--- src/rtl/cmul_pkg.sv ---
`timescale 1ns/1ps
package cmul_pkg;

    // magnitude picked by one radix-4 Booth digit
    typedef enum logic [1:0] {
        MAG_ZERO = 2'd0,
        MAG_ONE  = 2'd1,
        MAG_TWO  = 2'd2
    } booth_mag_e;

    // triplet = {b[2i+1], b[2i], b[2i-1]}; digit = -2*t[2] + t[1] + t[0]
    function automatic booth_mag_e booth_mag(input logic [2:0] t);
        booth_mag_e m;
        unique case (t)
            3'b001, 3'b010, 3'b101, 3'b110: m = MAG_ONE;
            3'b011, 3'b100:                 m = MAG_TWO;
            default:                        m = MAG_ZERO;
        endcase
        return m;
    endfunction

endpackage

--- src/rtl/cmul_booth_mul.sv ---
`timescale 1ns/1ps
module cmul_booth_mul
    import cmul_pkg::*;
#(
    parameter int WA = 8,
    parameter int WB = 9
) (
    input  logic signed [WA-1:0]    a,
    input  logic signed [WB-1:0]    b,
    output logic signed [WA+WB-1:0] p
);
    localparam int WP  = WA + WB;
    localparam int WBE = WB + 2 - (WB % 2);   // even, at least one sign bit added
    localparam int NG  = WBE / 2;

    logic [WBE:0]           bx;               // bx[0] is the implied zero below the LSB
    logic signed [WP-1:0]   a_ext;
    logic signed [WP-1:0]   pp [NG];

    assign bx    = {{(WBE-WB){b[WB-1]}}, b, 1'b0};
    assign a_ext = {{(WP-WA){a[WA-1]}}, a};

    for (genvar g = 0; g < NG; g++) begin : g_pp
        logic [2:0]           trip;
        booth_mag_e           sel;
        logic signed [WP-1:0] mag;

        assign trip = bx[2*g+2 : 2*g];
        assign sel  = booth_mag(trip);

        always_comb begin
            unique case (sel)
                MAG_ONE: mag = a_ext;
                MAG_TWO: mag = a_ext <<< 1;
                default: mag = '0;
            endcase
        end

        assign pp[g] = (trip[2] ? -mag : mag) <<< (2*g);
    end

    always_comb begin
        logic signed [WP-1:0] acc;
        acc = '0;
        for (int i = 0; i < NG; i++) begin
            acc = acc + pp[i];
        end
        p = acc;
    end

endmodule

--- src/rtl/cmul_preadd.sv ---
`timescale 1ns/1ps
module cmul_preadd #(
    parameter int N = 8
) (
    input  logic signed [N-1:0] a_re,
    input  logic signed [N-1:0] a_im,
    input  logic signed [N-1:0] b_re,
    input  logic signed [N-1:0] b_im,
    output logic signed [N:0]   a_sum,     // a_re + a_im
    output logic signed [N:0]   b_dif,     // b_im - b_re
    output logic signed [N:0]   b_sum      // b_re + b_im
);
    logic signed [N:0] ar_x, ai_x, br_x, bi_x;

    assign ar_x  = {a_re[N-1], a_re};
    assign ai_x  = {a_im[N-1], a_im};
    assign br_x  = {b_re[N-1], b_re};
    assign bi_x  = {b_im[N-1], b_im};

    assign a_sum = ar_x + ai_x;
    assign b_dif = bi_x - br_x;
    assign b_sum = br_x + bi_x;

endmodule

--- src/rtl/cmul_post.sv ---
`timescale 1ns/1ps
module cmul_post #(
    parameter int N = 8
) (
    input  logic signed [2*N:0]   k1,
    input  logic signed [2*N:0]   k2,
    input  logic signed [2*N:0]   k3,
    output logic signed [2*N+1:0] re,
    output logic signed [2*N+1:0] im
);
    logic signed [2*N+1:0] k1_x, k2_x, k3_x;

    assign k1_x = {k1[2*N], k1};
    assign k2_x = {k2[2*N], k2};
    assign k3_x = {k3[2*N], k3};

    assign re = k1_x - k3_x;
    assign im = k1_x + k2_x;

endmodule

--- src/rtl/cmul3.sv ---
`timescale 1ns/1ps
module cmul3 #(
    parameter int N       = 8,
    parameter bit REG_OUT = 1'b1
) (
    input  logic                  clk,
    input  logic                  rst,
    input  logic                  in_vld,
    input  logic signed [N-1:0]   a_re,
    input  logic signed [N-1:0]   a_im,
    input  logic signed [N-1:0]   b_re,
    input  logic signed [N-1:0]   b_im,
    output logic signed [2*N+1:0] res_re,
    output logic signed [2*N+1:0] res_im,
    output logic                  res_vld
);
    localparam int SW = N + 1;       // pre-adder width
    localparam int KW = 2 * N + 1;   // product width
    localparam int RW = 2 * N + 2;   // result width

    logic signed [SW-1:0] a_sum, b_dif, b_sum;
    logic signed [KW-1:0] k1, k2, k3;
    logic signed [RW-1:0] nxt_re, nxt_im;

    cmul_preadd #(.N(N)) u_pre (
        .a_re  (a_re),
        .a_im  (a_im),
        .b_re  (b_re),
        .b_im  (b_im),
        .a_sum (a_sum),
        .b_dif (b_dif),
        .b_sum (b_sum)
    );

    // k1 = b_re * (a_re + a_im)
    cmul_booth_mul #(.WA(N), .WB(SW)) u_k1 (.a(b_re), .b(a_sum), .p(k1));
    // k2 = a_re * (b_im - b_re)
    cmul_booth_mul #(.WA(N), .WB(SW)) u_k2 (.a(a_re), .b(b_dif), .p(k2));
    // k3 = a_im * (b_re + b_im)
    cmul_booth_mul #(.WA(N), .WB(SW)) u_k3 (.a(a_im), .b(b_sum), .p(k3));

    cmul_post #(.N(N)) u_post (
        .k1 (k1),
        .k2 (k2),
        .k3 (k3),
        .re (nxt_re),
        .im (nxt_im)
    );

    if (REG_OUT) begin : g_reg
        always_ff @(posedge clk) begin
            if (rst) begin
                res_re  <= '0;
                res_im  <= '0;
                res_vld <= 1'b0;
            end else begin
                res_vld <= in_vld;
                if (in_vld) begin
                    res_re <= nxt_re;
                    res_im <= nxt_im;
                end
            end
        end
    end else begin : g_comb
        assign res_re  = nxt_re;
        assign res_im  = nxt_im;
        assign res_vld = in_vld;
    end

endmodule

--- config.mk ---
export PLATFORM = sky130hd
export DESIGN_NAME = cmul3
export DESIGN_NICKNAME = d
export VERILOG_FILES = /design/src/rtl/cmul_pkg.sv /design/src/rtl/cmul_booth_mul.sv /design/src/rtl/cmul_preadd.sv /design/src/rtl/cmul_post.sv /design/src/rtl/cmul3.sv
export SDC_FILE = /design/constraint.sdc
export NUM_CORES = 1
export LEC_CHECK = 0
export ABC_AREA = 0
export BUFFER_PORTS_ARGS = -buffer_cell sky130_fd_sc_hd__buf_2
export CAP_MARGIN = 20
export CORE_MARGIN = 10
export CORE_UTILIZATION = 35
export CTS_BUF_LIST = sky130_fd_sc_hd__clkbuf_4
export DETAILED_ROUTE_END_ITERATION = 7
export HOLD_SLACK_MARGIN = 0.03
export PLACE_DENSITY = 0.57
export SYNTH_ARGS = -nofsm -noshare
export SYNTH_HDL_FRONTEND = slang
export SYNTH_HIERARCHICAL = 1
export SYNTH_SLANG_ARGS = --single-unit
--- constraint.sdc ---
create_clock -name clk -period 25 [get_ports clk]
set_input_delay 5 -clock clk [delete_from_list [all_inputs] [get_ports clk]]
set_output_delay 5 -clock clk [all_outputs]
set_load 0.005 [all_outputs]
### Yosys cells after proc, flatten, opt, wreduce, memory -nomap -nowiden

Cells that the tools add are included.

| storage, ports and cells | value |
|---|---|
| bits in registers | 37 |
| input port bits | 35 |
| output and inout port bits | 37 |
| logic and storage cells | 218 |

| cells by class | value |
|---|---|
| $add $sub $neg | 32 |
| equal/unequal tests | 111 |
| multiplexer cells | 45 |
| reduce and logical (&&, ||, !) cells | 27 |

Operator list:

| operator | count |
|---|---|
| $add 17x17->17 | 12 |
| $eq 3x3->1 const B | 36 |
| $pmux 17 s2 | 3 |
| $pmux 15 s2 | 3 |
| $pmux 13 s2 | 3 |
| $eq 3x2->1 const B | 24 |
| $pmux 11 s2 | 3 |
| $pmux 2 s2 | 15 |
| $pmux 9 s2 | 3 |
| $mux 17 | 3 |
| $neg 17->17 | 3 |
| $reduce_or 4->1 | 12 |
| $mux 15 | 3 |
| $neg 15->15 | 3 |
| $eq 2x2->1 const B | 21 |
| $mux 13 | 3 |
| $neg 13->13 | 3 |
| $eq 2x1->1 const B | 18 |
| $eq 3x1->1 const B | 12 |
| $mux 11 | 3 |
| $neg 11->11 | 3 |
| $reduce_or 2->1 | 15 |
| $mux 9 | 3 |
| $neg 9->9 | 3 |
| other kinds (4) | 5 |

### Longest topological paths before layout

| depth | value |
|---|---|
| depth after elaboration | 13 |
| mapped depth | 43 |
| mapped depth without buffers | 40 |

### Modules after synthesis

Netlist, hierarchy kept.

Modules (own cells, without submodules):

| module | instances | cells an instance | area an instance (um^2) | sequential area each (um^2) |
|---|---|---|---|---|
| cmul_booth_mul at u_k3 | 1 | 485 | 3477.1 | 0.0 |
| cmul_booth_mul at u_k1 | 1 | 495 | 3458.3 | 0.0 |
| cmul_booth_mul at u_k2 | 1 | 486 | 3455.8 | 0.0 |
| cmul_post | 1 | 238 | 1664.1 | 0.0 |
| cmul3 | 1 | 118 | 1332.5 | 740.7 |
| cmul_preadd | 1 | 146 | 1118.6 | 0.0 |

### Worst setup path before layout

No wires, ideal clock.

| timing | value |
|---|---|
| path kind | input port to flip-flop |
| start | in b_re[2] |
| end | reg res_re[15] |
| library setup time | 0.117 ns |
| arrival time | 12.764 ns |
| data required time | 24.883 ns |
| path slack | 12.120 ns |
| stages on the path | 41 |
| path buffers | 4 |
| cell sequence | inv_1 > ha_1 > buf_6 > and2b_1 > o31ai_2 > mux2_4 > a2111oi_4 > clkbuf_1 > mux2_2 > inv_1 > ha_1 > clkbuf_1 > a22oi_1 > or2_2 > ha_1 > o21ai_0 > o21ai_0 > xnor2_1 > [5 not listed] > ha_1 > o21ai_0 > nor2_1 > o31a_1 > o21a_1 > nor2_1 > xnor2_1 > inv_1 > ha_1 > clkbuf_1 > a21oi_1 > nand2_1 > a21oi_1 > o21ai_0 > a41oi_1 > xnor2_1 > mux2i_1 > nor2_1 |

| between the ends | value |
|---|---|
| elaborated cells between the ends (all ways) | 81 |
| classes of those cells | add/sub: 19; eq/ne: 32; mux: 22; reduce/logical: 8 |

RTL lines:

| element | line | source |
|---|---|---|
| start: declaration | cmul3.sv:11 | `input logic signed [N-1:0] b_re,` |
| $add 8x8->9 * | cmul_preadd.sv:22 | `assign b_sum = br_x + bi_x;` |
| named net b_sum[5] | cmul3.sv:21 | `logic signed [SW-1:0] a_sum, b_dif, b_sum;` |
| $eq 3x1->1, or another cell as far along | cmul_pkg.sv:14 | `unique case (t)` |
| $reduce_or 4->1 / $reduce_or 2->1 (equally long branches) | cmul_pkg.sv:14 |  |
| $pmux 2 s2 | cmul_pkg.sv:14 |  |
| $eq 2x2->1 / $eq 2x1->1 (equally long branches) | cmul_booth_mul.sv:32 | `unique case (sel)` |
| $pmux 13 s2 | cmul_booth_mul.sv:32 |  |
| $neg 13->13 | cmul_booth_mul.sv:39 | `assign pp[g] = (trip[2] ? -mag : mag) <<< (2*g);` |
| $mux 13 | cmul_booth_mul.sv:39 |  |
| $add 17x17->17 | cmul_booth_mul.sv:46 | `acc = acc + pp[i];` |
| $add 17x17->17 * (2 in a row) | cmul_booth_mul.sv:46 |  |
| named net k3[12] | cmul3.sv:22 | `logic signed [KW-1:0] k1, k2, k3;` |
| $sub 17x17->18 * | cmul_post.sv:17 | `assign re = k1_x - k3_x;` |
| named net nxt_re[15] | cmul3.sv:23 | `logic signed [RW-1:0] nxt_re, nxt_im;` |
| end signal: assignment | cmul3.sv:59 | `res_re <= nxt_re;` |
| end: declaration | cmul3.sv:13 | `output logic signed [2*N+1:0] res_re,` |

Mark *: on every way through the listed nets, which the timed path passes. The rest lies on a longest branch.
A chain may end at the register's enable or synchronous reset.

### Final worst setup path

Ends and elaborated chain as after synthesis.

==> results.ini <==
[grt]
antenna_found_initial=1
use_met3=0.0232
met1_usage=0.233
grtUsageTotal=0.167
grt_max_degree=38
grt_pass1_wl_um=69600
grt_pass1_vias=12835
grt-ovfl-total=0
grt.busiest_layer=met2
grt_use_met2=0.261

[floorplan]
core_area_sq_um=40900
fp.dieH_um=224
rows=74
pin_count=72
start_util=0.354
die_w_um=224
dieArea_sq_um=50000

[timing]
period_share=0.558
max_freq_ghz=0.0717
drv_slew=0
tightest_slew_ns=1.08
hold-worst-slack_ns=0.499
fin_setup_tns_ns=0
setup_viol=0
hold_violations=0
period_needed_ns=13.94
finClkSkew_ns=0
max-slew-margin-rel=0.282
rsz0062_at_grt=no

[placement]
io_buffers=71
place.gp.congestion=0.930
dp_hpwl_um=35400

[yosys]
synth_top_family_by_area=adder cells
yosysTopAreaCellShare=0.148
synth.net_count=2273
postSynthAreaPerCell_sq_um=7.37
yosys.cell_types.count=91
synth_compound_area_frac=0.240
yosysMostFrequentCell=inv_1
syn_area_sq_um=14500
synth_top_cell_by_area=ha_1
yosys_most_used_dff=dfxtp_1
synth-edff-count=0
synthMuxAreaShare=0.0381
syn_inst=1968
synth_fa_ha_area_frac=0.284
ys_ff_latch=37
synth-xor-area-share=0.0952
async_flop_share=0
post_synth_and_or_nand_nor_area_fraction=0.184
seq_area_frac_synth=0.0511
synth_area_leaders=ha_1 (15%), fa_1 (14%), inv_1 (6.5%)
synthTopCellsByCount=inv_1 (251), nor2_1 (174), ha_1 (172)
yosys_warnings=6

[cells_and_area]
finalNetCount=2245
n_fill_cell=4341
area_growth_pct=4.11
drive_above_1_share=0.0757

[clock_tree]
clock_latency_ns=0.34
cts_setup_buffers=0
htree_levels=2
clockRootBuffer=clkbuf_4
numCtsBuffers=5
clk_path_buf_depth=2
cts_resized=0
clk_pin_slew_ns=0.12
numClockSinks=37
cts_tree=done
cts_hold_buf=0

[status]
status=completed

[critical_path]
slowest_stage=a2111oi_4
max_stage_delay_ns=0.69
cp.required_ns=25.29
worstPathMaxFanout=20
critPathKind=input port to flip-flop
crit_arrival_ns=14.24
crit_path_end_kind=flip-flop
critPathLaunchType=input port

[route]
vias=13563
ant_nets=0
drc_errors=0
drt_iter0_drc=1041
avgViaCountPerCell=5.48
wirelength_um=43500
wl_per_cell_um=17.6
firstDrtPassIters=8

[worst_hold_path]
hold_path_class=flip-flop to flip-flop

[run]
maxCapViolations=0

==> cells by family (layout without fill, tap and decap cells) <==
kind of cell | after synthesis | in the layout
AND/OR/NAND/NOR | 549 | 549
AO/OA/AOI/OAI | 539 | 539
XOR/XNOR | 153 | 153
other | 0 | 1
adder cells (fa/ha/maj) | 270 | 270
buffers and inverters | 367 | 340
flip-flops | 37 | 37
multiplexers | 53 | 53
==> final cells by class <==
cell class              instances  area [sq um]  share of cell area
diodes                          1          2.50            0.000166
clock buffers                   5          37.5             0.00249
clock inverters                 3          65.1             0.00431
inverters                     252           946              0.0626
multi-input cells            1564         12200               0.809
flip-flops and latches         37           741              0.0490
well taps                     532           666              0.0441
repair buffers                 80           430              0.0285
==> critical path: cells and delay by family <==
| kind | cells | cell delay, ns |
|---|---|---|
| AOI/OAI and AO/OA | 12 | 2.69 |
| adders and majority gates | 8 | 3.44 |
| muxes | 3 | 0.86 |
| and+or+nand+nor | 6 | 1.01 |
| xor gates and xnor gates | 3 | 0.56 |
| buffers and inverters | 6 | 0.70 |
==> stage by stage <==
| step | util | instances | instance area (sq um) | worst slack (ns) |
|---|---|---|---|---|
| after global routing | 0.369 | 2474 | 15100 | 10.39 |
| after global placement | 0.366 | 2463 | 15000 | 10.63 |
| after detailed placement | 0.366 | 2463 | 15000 | 10.63 |
| after CTS | 0.368 | 2471 | 15100 | 11.00 |
| after floorplan | - | 1968 | 14500 | 12.12 |
| final | 0.369 | 2474 | 15100 | 11.06 |
==> per-layer routing <==
metal / up-vias / share of wire
li1: 6684 / -
met1: 6382 / 0.48
met2: 443 / 0.43
met3: 54 / 0.065
met4: 0 / 0.026
met5: - / 0
==> path summary, 6_finish.rpt <==
kind	startpoint	end	slack [ns]	depth (start not counted)
worst max-delay path	b_re[2]	res_re[15]	11.06	38
worst min-delay path	res_im[4]	res_im[4]	0.50	2
worst max register to register	res_re[10]	res_re[10]	24.34	2
worst min register to register	res_im[4]	res_im[4]	0.50	2
==> sequential cells by signal, indices dropped and copies added, names as in the netlist <==
name     cells
res_im      18
res_re      18
res_vld      1
==> placed cells by master, fill, tap and decap left out, types with 6 or more instances in the layout <==
master    netlist  final
nand3_1        25     25
o311ai_0       10     10
o21bai_1       10     10
nor4_1         12     12
a21o_1         29     29
a21oi_1       153    153
ha_1          172    172
fa_1           98     98
a211oi_1       11     11
nor2_1        174    174
nor3_1         25     25
nand3b_1        6      6
mux2i_1        38     38
o21ai_0       117    117
nor3b_1        10     10
or2_2          16     16
o31ai_1        13     13
o31a_1          7      7
o22ai_1        12     12
xor2_1         58     58
or4_1           6      6
and3_1         13     13
buf_2          27     71
o211ai_1       10     10
or3_1           6      6
buf_4           5      8
and2_1         10     10
nor2b_1        29     29
dfxtp_1        37     37
mux2_2         14     14
inv_1         251    251
xnor2_1        92     91
nand2_1       158    158
a22oi_1        57     57
o21a_1         30     30
a31oi_1        24     24
nand2b_1       33     33
Power is left out: the tool's default activity adds up to more than one toggle a clock period on the data nets, which glitch-free logic cannot reach.
